--- src/rtl/ps2_tx_pkg.sv ---
package ps2_tx_pkg;

  localparam int FRAME_BITS  = 11;
  localparam int STOP_IDX    = FRAME_BITS - 1;
  localparam int IDX_W       = $clog2(FRAME_BITS);
  localparam int SYNC_STAGES = 2;
  localparam int GUARD_TICKS = SYNC_STAGES + 1;

  typedef enum logic [1:0] {
    ST_IDLE = 2'd0,
    ST_HIGH = 2'd1,
    ST_LOW  = 2'd2
  } txState_t;

  typedef struct packed {
    logic accept;
    logic startFrame;
    logic putBit;
    logic pullClk;
    logic freeClk;
    logic releaseAll;
    logic dropByte;
  } txStrobe_t;

  typedef struct packed {
    logic busIdle;
    logic hostClkLow;
    logic tickMid;
    logic tickEnd;
    logic guardOk;
    logic lastBit;
    logic bufFull;
  } txStatus_t;

endpackage

--- src/rtl/ps2_tx_datapath.sv ---
module ps2_tx_datapath
  import ps2_tx_pkg::*;
#(
  parameter int HALF_TICKS = 2000
) (
  input  logic       clk,
  input  logic       rstN,
  input  logic [7:0] txData,
  input  logic       clkIn,
  input  logic       dataIn,
  input  txStrobe_t  strobe,
  output txStatus_t  status,
  output logic       clkOe,
  output logic       dataOe
);

  localparam int CNT_W = $clog2(HALF_TICKS + 1);
  localparam logic [CNT_W-1:0] TICK_LAST  = CNT_W'(HALF_TICKS - 1);
  localparam logic [CNT_W-1:0] TICK_MID   = CNT_W'(HALF_TICKS / 2);
  localparam logic [CNT_W-1:0] TICK_GUARD = CNT_W'(GUARD_TICKS);
  localparam logic [IDX_W-1:0] IDX_STOP   = IDX_W'(STOP_IDX);
  localparam logic [IDX_W-1:0] IDX_PARITY = IDX_W'(STOP_IDX - 1);

  logic [SYNC_STAGES-1:0] clkSyncQ;
  logic [SYNC_STAGES-1:0] dataSyncQ;
  logic [CNT_W-1:0]       tickCnt;
  logic [IDX_W-1:0]       bitIdx;
  logic [7:0]             bufByte;
  logic                   bufFull;
  logic                   bitVal;
  logic                   clkSeen;
  logic                   dataSeen;

  // input synchronisers, reset to the released (high) level
  always_ff @(posedge clk) begin
    if (!rstN) begin
      clkSyncQ  <= '1;
      dataSyncQ <= '1;
    end else begin
      clkSyncQ  <= {clkSyncQ[SYNC_STAGES-2:0], clkIn};
      dataSyncQ <= {dataSyncQ[SYNC_STAGES-2:0], dataIn};
    end
  end

  assign clkSeen  = clkSyncQ[SYNC_STAGES-1];
  assign dataSeen = dataSyncQ[SYNC_STAGES-1];

  // half-period tick counter, saturating at the last tick
  always_ff @(posedge clk) begin
    if (!rstN) begin
      tickCnt <= '0;
    end else if (strobe.startFrame || strobe.pullClk || strobe.freeClk || strobe.releaseAll) begin
      tickCnt <= '0;
    end else if (tickCnt != TICK_LAST) begin
      tickCnt <= tickCnt + 1'b1;
    end
  end

  // frame bit position
  always_ff @(posedge clk) begin
    if (!rstN) begin
      bitIdx <= '0;
    end else if (strobe.startFrame) begin
      bitIdx <= '0;
    end else if (strobe.freeClk && bitIdx != IDX_STOP) begin
      bitIdx <= bitIdx + 1'b1;
    end
  end

  // byte buffer kept across aborted attempts
  always_ff @(posedge clk) begin
    if (!rstN) begin
      bufByte <= '0;
      bufFull <= 1'b0;
    end else if (strobe.accept) begin
      bufByte <= txData;
      bufFull <= 1'b1;
    end else if (strobe.dropByte) begin
      bufFull <= 1'b0;
    end
  end

  // level of the current frame bit
  always_comb begin
    if (bitIdx == '0) begin
      bitVal = 1'b0;
    end else if (bitIdx == IDX_PARITY) begin
      bitVal = ~^bufByte;
    end else if (bitIdx == IDX_STOP) begin
      bitVal = 1'b1;
    end else begin
      bitVal = bufByte[3'(bitIdx - 1'b1)];
    end
  end

  // open-drain enables
  always_ff @(posedge clk) begin
    if (!rstN) begin
      clkOe  <= 1'b0;
      dataOe <= 1'b0;
    end else begin
      if (strobe.pullClk) begin
        clkOe <= 1'b1;
      end else if (strobe.freeClk || strobe.releaseAll) begin
        clkOe <= 1'b0;
      end
      if (strobe.startFrame || strobe.releaseAll) begin
        dataOe <= 1'b0;
      end else if (strobe.putBit) begin
        dataOe <= ~bitVal;
      end
    end
  end

  assign status.busIdle    = clkSeen && dataSeen;
  assign status.hostClkLow = !clkSeen;
  assign status.tickMid    = (tickCnt == TICK_MID);
  assign status.tickEnd    = (tickCnt == TICK_LAST);
  assign status.guardOk    = (tickCnt >= TICK_GUARD);
  assign status.lastBit    = (bitIdx == IDX_STOP);
  assign status.bufFull    = bufFull;

  // a byte is only loaded into an empty buffer
  assert_load_empty_R11: assert property (@(posedge clk) disable iff (!rstN)
    strobe.accept |-> !bufFull);

  // a frame begins only when both synchronised lines are high
  assert_start_idle_R2: assert property (@(posedge clk) disable iff (!rstN)
    strobe.startFrame |-> (clkSeen && dataSeen));

  // the data enable never moves while the clock is held low
  assert_data_steady_R4: assert property (@(posedge clk) disable iff (!rstN)
    !$stable(dataOe) |-> (!clkOe && !$past(clkOe)));

  // the bit position never runs past the stop bit
  assert_bit_range_R1: assert property (@(posedge clk) disable iff (!rstN)
    bitIdx <= IDX_STOP);

  // the clock is pulled low only from the released level
  assert_clock_edge_R5: assert property (@(posedge clk) disable iff (!rstN)
    $rose(clkOe) |-> $past(status.tickEnd));

endmodule

--- src/rtl/ps2_tx_ctrl.sv ---
module ps2_tx_ctrl
  import ps2_tx_pkg::*;
(
  input  logic      clk,
  input  logic      rstN,
  input  logic      txValid,
  input  txStatus_t status,
  output txStrobe_t strobe,
  output logic      txReady,
  output logic      txDone,
  output logic      txAbort
);

  txState_t state;
  txState_t nextState;
  logic     doneSet;
  logic     abortSet;

  always_comb begin
    nextState = state;
    strobe    = '0;
    doneSet   = 1'b0;
    abortSet  = 1'b0;
    unique case (state)
      ST_IDLE: begin
        if (status.bufFull) begin
          if (status.busIdle) begin
            strobe.startFrame = 1'b1;
            nextState         = ST_HIGH;
          end
        end else if (txValid) begin
          strobe.accept = 1'b1;
        end
      end
      ST_HIGH: begin
        if (status.guardOk && status.hostClkLow) begin
          strobe.releaseAll = 1'b1;
          nextState         = ST_IDLE;
          if (status.lastBit) begin
            strobe.dropByte = 1'b1;
            doneSet         = 1'b1;
          end else begin
            abortSet = 1'b1;
          end
        end else if (status.tickMid) begin
          strobe.putBit = 1'b1;
        end else if (status.tickEnd) begin
          strobe.pullClk = 1'b1;
          nextState      = ST_LOW;
        end
      end
      ST_LOW: begin
        if (status.tickEnd) begin
          strobe.freeClk = 1'b1;
          if (status.lastBit) begin
            strobe.releaseAll = 1'b1;
            strobe.dropByte   = 1'b1;
            doneSet           = 1'b1;
            nextState         = ST_IDLE;
          end else begin
            nextState = ST_HIGH;
          end
        end
      end
      default: nextState = ST_IDLE;
    endcase
  end

  always_ff @(posedge clk) begin
    if (!rstN) begin
      state   <= ST_IDLE;
      txDone  <= 1'b0;
      txAbort <= 1'b0;
    end else begin
      state   <= nextState;
      txDone  <= doneSet;
      txAbort <= abortSet;
    end
  end

  assign txReady = (state == ST_IDLE) && !status.bufFull;

  // a frame ends in exactly one way
  assert_one_outcome_R9: assert property (@(posedge clk) disable iff (!rstN)
    !(txDone && txAbort));

  // an aborted frame leaves its byte buffered
  assert_abort_keeps_R6: assert property (@(posedge clk) disable iff (!rstN)
    txAbort |-> status.bufFull);

  // a delivered frame frees the buffer
  assert_done_drops_R8: assert property (@(posedge clk) disable iff (!rstN)
    txDone |-> !status.bufFull);

  // right after an abort no new byte can be taken
  assert_retry_first_R7: assert property (@(posedge clk) disable iff (!rstN)
    txAbort |=> !txReady);

endmodule

--- src/rtl/ps2_dev_tx.sv ---
module ps2_dev_tx
  import ps2_tx_pkg::*;
#(
  parameter int CLK_HZ = 50_000_000,
  parameter int BIT_HZ = 12_500
) (
  input  logic       clk,
  input  logic       rstN,
  input  logic [7:0] txData,
  input  logic       txValid,
  output logic       txReady,
  input  logic       clkIn,
  input  logic       dataIn,
  output logic       clkOe,
  output logic       dataOe,
  output logic       txDone,
  output logic       txAbort
);

  localparam int HALF_TICKS = CLK_HZ / (2 * BIT_HZ);

  txStrobe_t strobe;
  txStatus_t status;

  ps2_tx_ctrl u_ctrl (
    .clk     (clk),
    .rstN    (rstN),
    .txValid (txValid),
    .status  (status),
    .strobe  (strobe),
    .txReady (txReady),
    .txDone  (txDone),
    .txAbort (txAbort)
  );

  ps2_tx_datapath #(
    .HALF_TICKS (HALF_TICKS)
  ) u_datapath (
    .clk    (clk),
    .rstN   (rstN),
    .txData (txData),
    .clkIn  (clkIn),
    .dataIn (dataIn),
    .strobe (strobe),
    .status (status),
    .clkOe  (clkOe),
    .dataOe (dataOe)
  );

endmodule

--- config.mk ---
export PLATFORM = sky130hd
export DESIGN_NAME = ps2_dev_tx
export DESIGN_NICKNAME = d
export VERILOG_FILES = /design/src/rtl/ps2_tx_pkg.sv /design/src/rtl/ps2_tx_datapath.sv /design/src/rtl/ps2_tx_ctrl.sv /design/src/rtl/ps2_dev_tx.sv
export SDC_FILE = /design/constraint.sdc
export NUM_CORES = 1
export LEC_CHECK = 0
export ABC_AREA = 1
export CAP_MARGIN = 20
export CORE_MARGIN = 2
export CORE_UTILIZATION = 57
export DETAILED_ROUTE_END_ITERATION = 10
export DONT_BUFFER_PORTS = 1
export GPL_ROUTABILITY_DRIVEN = 0
export GPL_TIMING_DRIVEN = 0
export MAX_ROUTING_LAYER = met4
export PLACE_DENSITY = 0.75
export SLEW_MARGIN = 20
export SYNTH_ARGS = -nofsm -noshare
export SYNTH_HDL_FRONTEND = slang
export SYNTH_SLANG_ARGS = --single-unit
--- constraint.sdc ---
create_clock -name clk -period 1.7 [get_ports clk]
set_input_delay 0 -clock clk [delete_from_list [all_inputs] [get_ports clk]]
set_output_delay 0 -clock clk [all_outputs]
set_load 0.01 [all_outputs]
==> results of run 1 <==
[routing by layer]
metal,GRT usage,up-vias,share of wire
li1,-,925,-
met3,0.0500,12,0.050
met5,-,-,0
met2,0.355,46,0.45
met1,0.357,799,0.48
met4,0.109,0,0.025
[where the power goes]
part           internal (mW)  leakage [nW]  switching (mW)
Clock                  0.308        0.0374           0.294
Combinational          0.275         0.650           0.420
Sequential             0.872         0.281          0.0909
[worst max-delay path: stages, from the launching register on]
cell and delay [ns]:
dfxtp_4 0.38, ha_4 0.18, nor2_2 0.10, nand2_1 0.07
nor2_2 0.11, nand2_2 0.08, nand2_2 0.13, nand3_2 0.10
nand2_2 0.13, buf_4 0.17, nor3_2 0.05
[synth_stat cells]
master / n / share of area
nand3_1: 27 / 0.067
and3_1: 1 / 0.0031
a21oi_1: 17 / 0.042
nor3_4: 1 / 0.0081
a211oi_1: 1 / 0.0037
or2_2: 4 / 0.012
nor3_2: 5 / 0.025
nand2_2: 7 / 0.022
nand4_4: 1 / 0.011
nand2_1: 52 / 0.097
buf_6: 2 / 0.011
o21ai_0: 8 / 0.020
dfxtp_1: 34 / 0.34
xor2_1: 11 / 0.048
o21ba_2: 1 / 0.0050
xnor2_1: 5 / 0.022
nor3b_2: 6 / 0.037
clkbuf_1: 2 / 0.0037
nor2_2: 3 / 0.0093
nand3_2: 2 / 0.010
nor2_4: 1 / 0.0056
a31oi_1: 1 / 0.0031
inv_1: 28 / 0.052
ha_1: 11 / 0.068
inv_2: 2 / 0.0037
nor3b_1: 1 / 0.0037
nor2_1: 20 / 0.037
nand4_1: 4 / 0.012
nor3_1: 6 / 0.015
or2_1: 1 / 0.0031
[metrics by stage]
stage               setup TNS, ns  std cells  hold slack (ns)
finish                          0        338            0.365
global route             -0.00362        338            0.372
CTS                             0        334            0.353
detailed placement          -2.17        311            0.110
global placement            -2.07        311            0.109
floorplan                       0        265            0.107
[registers in the layout (all words and copies together) (netlist names)]
name,cells
u_ctrl.state,2
u_ctrl.txAbort,1
u_ctrl.txDone,1
u_datapath.bitIdx,4
u_datapath.bufByte,8
u_datapath.bufFull,1
u_datapath.clkOe,1
u_datapath.clkSyncQ,2
u_datapath.dataOe,1
u_datapath.dataSyncQ,2
u_datapath.tickCnt,11
[how the worst max path moves through the flow]
stage                               start                      to  slack [ns]  depth (start not counted)
floorplan                 u_ctrl.state[0]   u_datapath.bufByte[0]         0.1                          8
global route        u_datapath.tickCnt[0]   u_datapath.tickCnt[3]      -0.003                         11
finish              u_datapath.tickCnt[0]   u_datapath.tickCnt[0]        0.13                         10
detailed placement        u_ctrl.state[0]   u_datapath.bufByte[0]       -0.18                          8
global placement          u_ctrl.state[0]   u_datapath.bufByte[0]       -0.16                          8
CTS                  u_datapath.bitIdx[0]  u_datapath.tickCnt[10]       0.006                         10
[layout make-up]
class | instances | area, um2 | area share
Buffer | 4 | 33.8 | 0.0141
Timing Repair Buffer | 19 | 178 | 0.0742
Tap cell | 46 | 57.6 | 0.0240
Inverter | 30 | 115 | 0.0481
Clock inverter | 3 | 45.0 | 0.0188
Clock buffer | 5 | 37.5 | 0.0157
Multi-Input combinational cell | 197 | 1230 | 0.515
Sequential cell | 34 | 694 | 0.290
[timing repair]
item	CTS	global route
setup buffers	0	4
resized for setup	7	21
hold buffers	14	0
hold endpoints to repair	16	0
setup endpoints to repair	22	25
gates cloned	1	0
pin swaps	0	4
[cells by family after synthesis]
family	count (synthesis)	synth area share
flip-flops	34	0.338
adder cells (fa/ha/maj)	11	0.0684
AO/OA/AOI/OAI	28	0.0740
AND/OR/NAND/NOR	142	0.379
buffers and inverters	34	0.0709
XOR/XNOR	16	0.0696
==> results.md, run 1 <==
- Core Area: about 3400 um2
- Syn Nets: approximately 290
- FF-to-FF path depth: 10
- Pwr dens: 944 nW/um2
- Critical Path AT: ~1.8 ns
- Commonest non-fill, non-tap cell in the layout: nand2_1
- Global-route wire length before repair: 7770 um
- Final net count: about 320
- Worst Max-Slew Pin Slew: about 0.47 ns
- Die Width: 63.4 um
- Max Buffers Root-to-Sink: 2
- Pleak: roughly 0.97 nW
- Final hold viol count: 0
- Cell area after synthesis: approximately 2000 um2
- Status: finished clean
- Mapped Cells: approximately 270
- Min cycle time layout: ~1.6 ns
- Largest net degree at the start of global routing: 13
- Port Buffers: 0
- Initial antenna violation count: 0
- Nature of the critical path endpoint: register
- WL final: 4490 um
- Pre-Repair DR Iteration Count: 4
- ANT cells: 0
- Max-Slew Margin vs Limit: 0.686
- Placement Cell Area: between 2000 and 2500 um2
- Antenna viol nets, final: 0
- Clock latency on the worst-skew pair: ~0.34 ns
- Vias per cell: 5.27
- Distinct cells, synth: 30
- Final setup viols: 0
- WS Path Type: reg2reg
- Ports: 18
- Fin area: about 2400 um2
- Worst-path clk slew: roughly 0.11 ns
- FMAX: around 630 MHz
- Final period utilization: 0.926
- Synth Area per Inst: around 7.6 um2
- Worst R2R Start: u_datapath.tickCnt[0]
- Yosys reg bits: 34
- Dpl ws: -0.179 ns
- Hold endpoint: u_datapath.bufByte[4]
- Worst min path class: in2reg
- R2R setup slack: 0.13 ns
- Clock sink total: 34
- Number of fill cells: 287
- Slew Limit Fails: 0
- Worst vdd ir: about 0.85 mV
- Wirelength per Cell: about 13 um
- Max_cap viols: 0
- Num rows: 21
- Synth Warn #: 0
- Hold Path Origin: txData[4]
- H-tree levels: 2
- PnR worst setup slack: ~0.13 ns
- Die height: 63.4 um
- GRT Total Usage: 0.255
- Worst setup SP type: register
- Max FO, Critical Path: 6
- Layout area overhead: 19.0%
- Layout cells sized above 1: 0.219
- CTS tree: yes
- Clock Skews: around 0.0024 ns
- Vias in the first global route: between 1,500 and 2,000
- CTS Buf Count: 5
- Reg2reg end: u_datapath.tickCnt[0]
- Tot Pwr: between 2 and 2.5 mW
- Final Util: 0.712
- Post-DP HPWL: 2930 um
- DR iter-0 viols: about 130
- Total gr overflow: 0
- Root Buffer: clkbuf_4
- Sequential area share after synthesis: 0.338
- # DRC: 0
- Detailed-route via count: around 1,800
- Commonest cells after routing, fill and taps aside: nand2_1, dfxtp_1, inv_1, nand3_1, nor2_1
- Die ar.: about 4000 um2
- Initial core utilization: 0.598
- Min-Delay Path Depth: 3
- Worst Path Required: between 1.5 and 2 ns
Power figures use the tool's default switching activity.
==> inputs of run 2 (changes only) <==
ABC_AREA = unset   (was 1)
CORE_UTILIZATION = 56   (was 57)
HOLD_SLACK_MARGIN = 0.06   (was unset)
PLACE_DENSITY = 0.74   (was 0.75)
SYNTH_HIERARCHICAL = 1   (was unset)
==> results.md, run 2 <==
- CP max stage delay: ~0.46 ns
- DR iter-0 viols: 54
- Main synth FF type: dfxtp_1
- Nature of the critical path endpoint: register
- Final hold viol count: 0
- Cell area after synthesis: approximately 1800 um2
- Clock share of power: 0.233
- Layout area overhead: 30.3%
- Pleak: around 0.91 nW
- Post-DP HPWL: 2540 um
- Sequential share of power: 0.459
- Synth Warn #: 6
- Wirelength per Cell: ~15 um
- Most frequent cell after synthesis: dfxtp_1
- R2R setup slack: -0.24 ns
- Min-Delay Path Depth: 3
- ANT cells: 0
- Max Buffers Root-to-Sink: 2
- Global-route wire length before repair: 6060 um
- Final setup viols: 20
- Die ar.: between 3000 and 4000 um2
- Worst-path clk slew: between 0.1 and 0.15 ns
- Max FO, Critical Path: 5
- Leading cell types by count after synthesis: dfxtp_1, nor2_1, nand2_1, nor2b_1
- Sequential area share after synthesis: 0.372
- Final Util: 0.774
- Antenna viol nets, final: 0
- Hold endpoint: u_datapath/bufFull
- Worst Path Buf+Inv: 1
- Initial antenna violation count: 0
- H-tree levels: 2
- Mapped Cells: 200
- Failing checks: negative setup slack
- EDFF count, synth: 0
- Hold Path Origin: txValid
- GRT Total Usage: 0.229
- Clock sink total: 34
- Comb power frac: 0.308
- Vias per cell: between 5 and 6
- Reg2reg end: u_datapath/tickCnt[10]
- Distinct cells, synth: 46
- Largest net degree at the start of global routing: 11
- Yosys reg bits: 34
- FMAX: 516 MHz
- Initial core utilization: 0.594
- Syn Nets: about 220
- Sw frac: 0.302
- Post-synth top area share: 0.372
- Max_cap viols: 0
- Worst min path class: in2reg
- Worst Path Required: 1.99 ns
- Worst Max-Slew Pin Slew: around 0.40 ns
- Total gr overflow: 0
- Status: finished with violations
- Synth Area per Inst: slightly above 9 um2
- Synth area leaders: dfxtp_1, ha_1, mux2i_1
- FF-to-FF path depth: 8
- CP delay by family, top: simple AND/OR/NAND/NOR gates
- Commonest non-fill, non-tap cell in the layout: dfxtp_1
- Final net count: ~260
- Worst setup SP type: register
- Final period utilization: 1.14
- Power Internal: 1.41 mW
- # DRC: 0
- WL final: roughly 4000 um
- Pwr dens: about 850 nW/um2
- Clock latency on the worst-skew pair: around 0.35 ns
- Biggest register: u_datapath/tickCnt
- Layout cells sized above 1: 0.323
- Ports: 18
- Clock Skews: ~0.018 ns
- Num rows: 20
- Max-Slew Margin vs Limit: 0.734
- Vias in the first global route: around 1,500
- Pre-Repair DR Iteration Count: 4
- Port Buffers: 0
- RSZ-0062 raised after global routing: true
- Largest area contributor in the netlist: dfxtp_1
- Commonest cells after routing, fill and taps aside: dfxtp_1, nor2_1, buf_4
- Cell breakdown of the critical path: ha_4, nor4_4, o2111ai_2, nand3_2, a21boi_4, or4_4, clkbuf_16, nor2_1
- Slew Limit Fails: 0
- CTS tree: yes
- Crit path max-delay cell type: or4_4
- PnR worst setup slack: -0.239 ns
- Die height: approximately 60 um
- Core Area: 3080 um2
- Final setup TNS: -3.65 ns
- Max FFs per register: 11
- Critical Path AT: 2.23 ns
- Min cycle time layout: around 1.9 ns
- Die Width: between 60 and 70 um
- Largest registers: u_datapath/tickCnt x11, u_datapath/bufByte x8, u_datapath/bitIdx x4
- Worst vdd ir: about 0.80 mV
- CTS Buf Count: 5
- Switching power: between 600 and 700 uW
- WS Path Type: reg2reg
- Asr flop ratio synth: 0
- Detailed-route via count: roughly 1,500
- Root Buffer: clkbuf_4
- Worst R2R Start: u_datapath/tickCnt[1]
==> run 2: cell types whose count changed after synthesis, sizes merged, moves of 6 or more <==
cell	delta
a21oi	-11
inv	-19
mux2i	+11
nand2	-46
nand2b	+7
nand3	-19
nor2b	+13
o21ai	-6
xnor2	+6
==> run 2: power by group through the flow <==
stage                     Sequential [mW]  Combinational (mW)  Clock (mW)
after floorplan                     0.918               0.384           0
after global placement              0.926               0.436           0
after detailed placement            0.932               0.450           0
after CTS                           0.917               0.506       0.480
after global routing                0.934               0.674       0.515
final                               0.924               0.620       0.470
==> run 2: cells by family (layout without fill, tap and decap cells) <==
kind of cell / after synthesis / in the layout / share of synthesized area
flops: 34 / 34 / 0.372
compound gates: 19 / 19 / 0.0698
xor+xnor: 17 / 17 / 0.0814
fa+ha+maj: 11 / 11 / 0.0752
mux: 13 / 13 / 0.0848
simple gates: 90 / 90 / 0.277
buf+inv: 16 / 48 / 0.0397
==> run 2: worst max path at each step <==
stage	startpoint	end	slack [ns]	cells after the start
after floorplan	u_datapath/tickCnt[1]	u_datapath/tickCnt[9]	-0.17	8
after global placement	u_datapath/tickCnt[1]	u_datapath/tickCnt[9]	-0.40	8
after detailed placement	u_datapath/tickCnt[1]	u_datapath/tickCnt[9]	-0.42	8
after CTS	u_datapath/tickCnt[1]	u_datapath/tickCnt[8]	-0.22	8
after global routing	u_datapath/tickCnt[2]	u_datapath/tickCnt[10]	-0.32	7
final	u_datapath/tickCnt[1]	u_datapath/tickCnt[10]	-0.24	8
==> run 2: metal layers <==
layer | vias up | GRT usage | part of all wire
li1 | 736 | - | -
met5 | - | - | 0
met3 | 9 | 0.0651 | 0.033
met1 | 718 | 0.231 | 0.42
met4 | 0 | 0.0932 | 0.020
met2 | 31 | 0.410 | 0.53
==> run 2: area by class of cell <==
cell class,count,area [um2]
Buffer,4,37.5
Multi-Input combinational cell,150,1240
Timing Repair Buffer,25,235
Fill cell,197,694
Inverter,11,43.8
Clock inverter,1,5.00
Sequential cell,34,709
Tap cell,44,55.1
Clock buffer,7,55.1
==> run 2: through the flow <==
| stage | std cells | area, um2 | total power, mW | hold slack (ns) | worst slack (ns) |
|---|---|---|---|---|---|
| 2_1_floorplan | 200 | 1870 | 1.30 | 0.0730 | -0.172 |
| 3_3_place_gp | 244 | 1920 | 1.36 | 0.0761 | -0.403 |
| 3_5_place_dp | 244 | 1920 | 1.38 | 0.0779 | -0.418 |
| 4_1_cts | 267 | 2180 | 1.90 | 0.217 | -0.220 |
| 5_1_grt | 276 | 2380 | 2.12 | 0.133 | -0.315 |
| 6_report | 276 | 2380 | 2.01 | 0.110 | -0.239 |
==> run 2: repair_timing <==
action,in CTS,in global routing
setup buffers,4,8
cloned,0,1
hold buffers,12,0
endpoints found under the setup margin,28,28
pin swaps,7,16
endpoints found under the hold margin,24,0
resized for setup,14,39
==> run 2: worst register-to-register path: cells and delay by family, from the launching register on <==
family          cells  cell delay (ns)
flops               1             0.38
compound gates      2             0.28
buf+inv             1             0.18
fa+ha+maj           1             0.18
simple gates        4             0.87
==> inputs of run 3 (changes only) <==
REMOVE_ABC_BUFFERS = 1   (was unset)
==> results.md, run 3 (synthesized netlist as in run 2, its figures left out) <==
- Status: finished with violations
- Failing checks: negative setup slack
- Worst R2R Start: u_datapath/tickCnt[5]
- Sw frac: 0.309
- Max Buffers Root-to-Sink: 2
- Final hold viol count: 0
- # DRC: 0
- Ports: 18
- Die Width: slightly above 60 um
- Root Buffer: clkbuf_4
- Pre-Repair DR Iteration Count: 4
- Final setup viols: 20
- Worst vdd ir: approximately 0.76 mV
- Largest net degree at the start of global routing: 17
- Total gr overflow: 0
- Worst Path Required: between 1.5 and 2 ns
- Clock Skews: 0.00758 ns
- Biggest register: u_datapath/tickCnt
- Wirelength per Cell: ~15 um
- Final Util: 0.748
- Placement Cell Area: 1850 um2
- Die ar.: between 3000 and 4000 um2
- GRT Total Usage: 0.243
- Port Buffers: 0
- Num rows: 20
- Max-Slew Margin vs Limit: 0.620
- R2R setup slack: -0.22 ns
- Worst-path clk slew: about 0.09 ns
- CTS tree: yes
- Pwr dens: 838 nW/um2
- Clock share of power: 0.211
- Commonest cells after routing, fill and taps aside: dfxtp_1, nor2_1, dlygate4sd3_1
- Slew Limit Fails: 0
- Number of fill cells: 215
- Final net count: about 250
- Final setup TNS: -2.78 ns
- Critical Path End: u_ctrl/state[1]
- Fin area: 2300 um2
- Final period utilization: 1.13
- Detailed-route via count: around 1,500
- Layout cells sized above 1: 0.277
- RSZ-0062 raised after global routing: true
- FF-to-FF path depth: 5
- Layout area overhead: 25.9%
- FMAX: between 500 and 600 MHz
- Critical Path AT: 2.17 ns
- Power Internal: about 1.3 mW
- Max_cap viols: 0
- Worst min path class: in2reg
- Vias per cell: about 5.6
- Antenna viol nets, final: 0
- ANT cells: 0
- H-tree levels: 2
- Worst setup SP type: register
- Commonest non-fill, non-tap cell in the layout: dfxtp_1
- WS Path Type: reg2reg
- Comb power frac: 0.312
- CTS Buf Count: 5
- Post-DP HPWL: approximately 2400 um
- Nature of the critical path endpoint: register
- Sequential share of power: 0.478
- Min cycle time layout: 1.92 ns
- Vias in the first global route: around 1,400
- Pleak: 0.879 nW
- WL final: roughly 4100 um
- Max FFs per register: 11
- Clock sink total: 34
- Min-Delay Path Depth: 2
- DR iter-0 viols: 67
- Clock latency on the worst-skew pair: 0.33 ns
- Core Area: between 3000 and 4000 um2
- Worst Max-Slew Pin Slew: 0.569 ns
- Initial antenna violation count: 0
- Initial core utilization: 0.594
- Reg2reg end: u_ctrl/state[1]
- Global-route wire length before repair: roughly 6300 um
- Switching power: roughly 590 uW
- PnR worst setup slack: -0.220 ns
- Largest registers: u_datapath/tickCnt x11, u_datapath/bufByte x8, u_datapath/bitIdx x4
- Max FO, Critical Path: 7
- Die height: 61.2 um
- Critical path origin: u_datapath/tickCnt[5]
==> run 3: final cells by class <==
type,count,area [um2],area share
clock buffer,7,45.0,0.0196
tap,44,55.1,0.0239
timing repair buffer,21,193,0.0837
inverter,11,43.8,0.0190
sequential,34,707,0.307
multi-input combinational,151,1260,0.547
==> run 3: critical path: stages, from the launching register on <==
cell,delay (ns)
dfxtp_4,0.38
or3b_4,0.41
nor3_4,0.28
inv_2,0.11
or4b_4,0.55
o22ai_2,0.11
==> run 3: stage by stage <==
stage	total power [mW]	std cells	hold WS (ns)	worst slack (ns)
floorplan	1.26	195	0.0730	-0.452
finish	1.93	268	0.273	-0.220
global placement	1.31	239	0.0774	-0.751
detailed placement	1.34	239	0.0794	-0.824
CTS	1.85	263	0.268	-0.163
global route	2.03	268	0.282	-0.290
==> run 3: power by group through the flow <==
stage               combinational, mW  sequential, mW  clock (mW)
finish                          0.601           0.921       0.406
global route                    0.657           0.927       0.448
CTS                             0.520           0.919       0.413
detailed placement              0.410           0.926           0
global placement                0.394           0.921           0
floorplan                       0.345           0.913           0
==> run 3: how the worst min path moves through the flow <==
stage	startpoint	to	slack, ns
after floorplan	rstN	u_datapath/clkSyncQ[1]	0.07
after global placement	rstN	u_datapath/clkSyncQ[1]	0.08
after detailed placement	rstN	u_datapath/clkSyncQ[0]	0.08
after CTS	rstN	u_datapath/dataSyncQ[1]	0.27
after global routing	rstN	u_datapath/clkSyncQ[0]	0.28
final	rstN	u_datapath/clkSyncQ[0]	0.27
==> run 3: what timing repair did <==
| item | 4_1_cts | 5_1_grt |
|---|---|---|
| gates cloned | 1 | 0 |
| hold endpoints to repair | 34 | 0 |
| setup endpoints to repair | 28 | 28 |
| pin swaps | 16 | 9 |
| hold buffers | 14 | 0 |
| resized for setup | 43 | 15 |
| buffers inserted | 2 | 5 |
==> run 3: layer usage <==
layer	up-vias	routed length, um	track usage
met4	0	48	0.0776
met3	6	154	0.0714
met5	-	0	-
li1	730	-	-
met1	721	1610	0.239
met2	31	2280	0.451
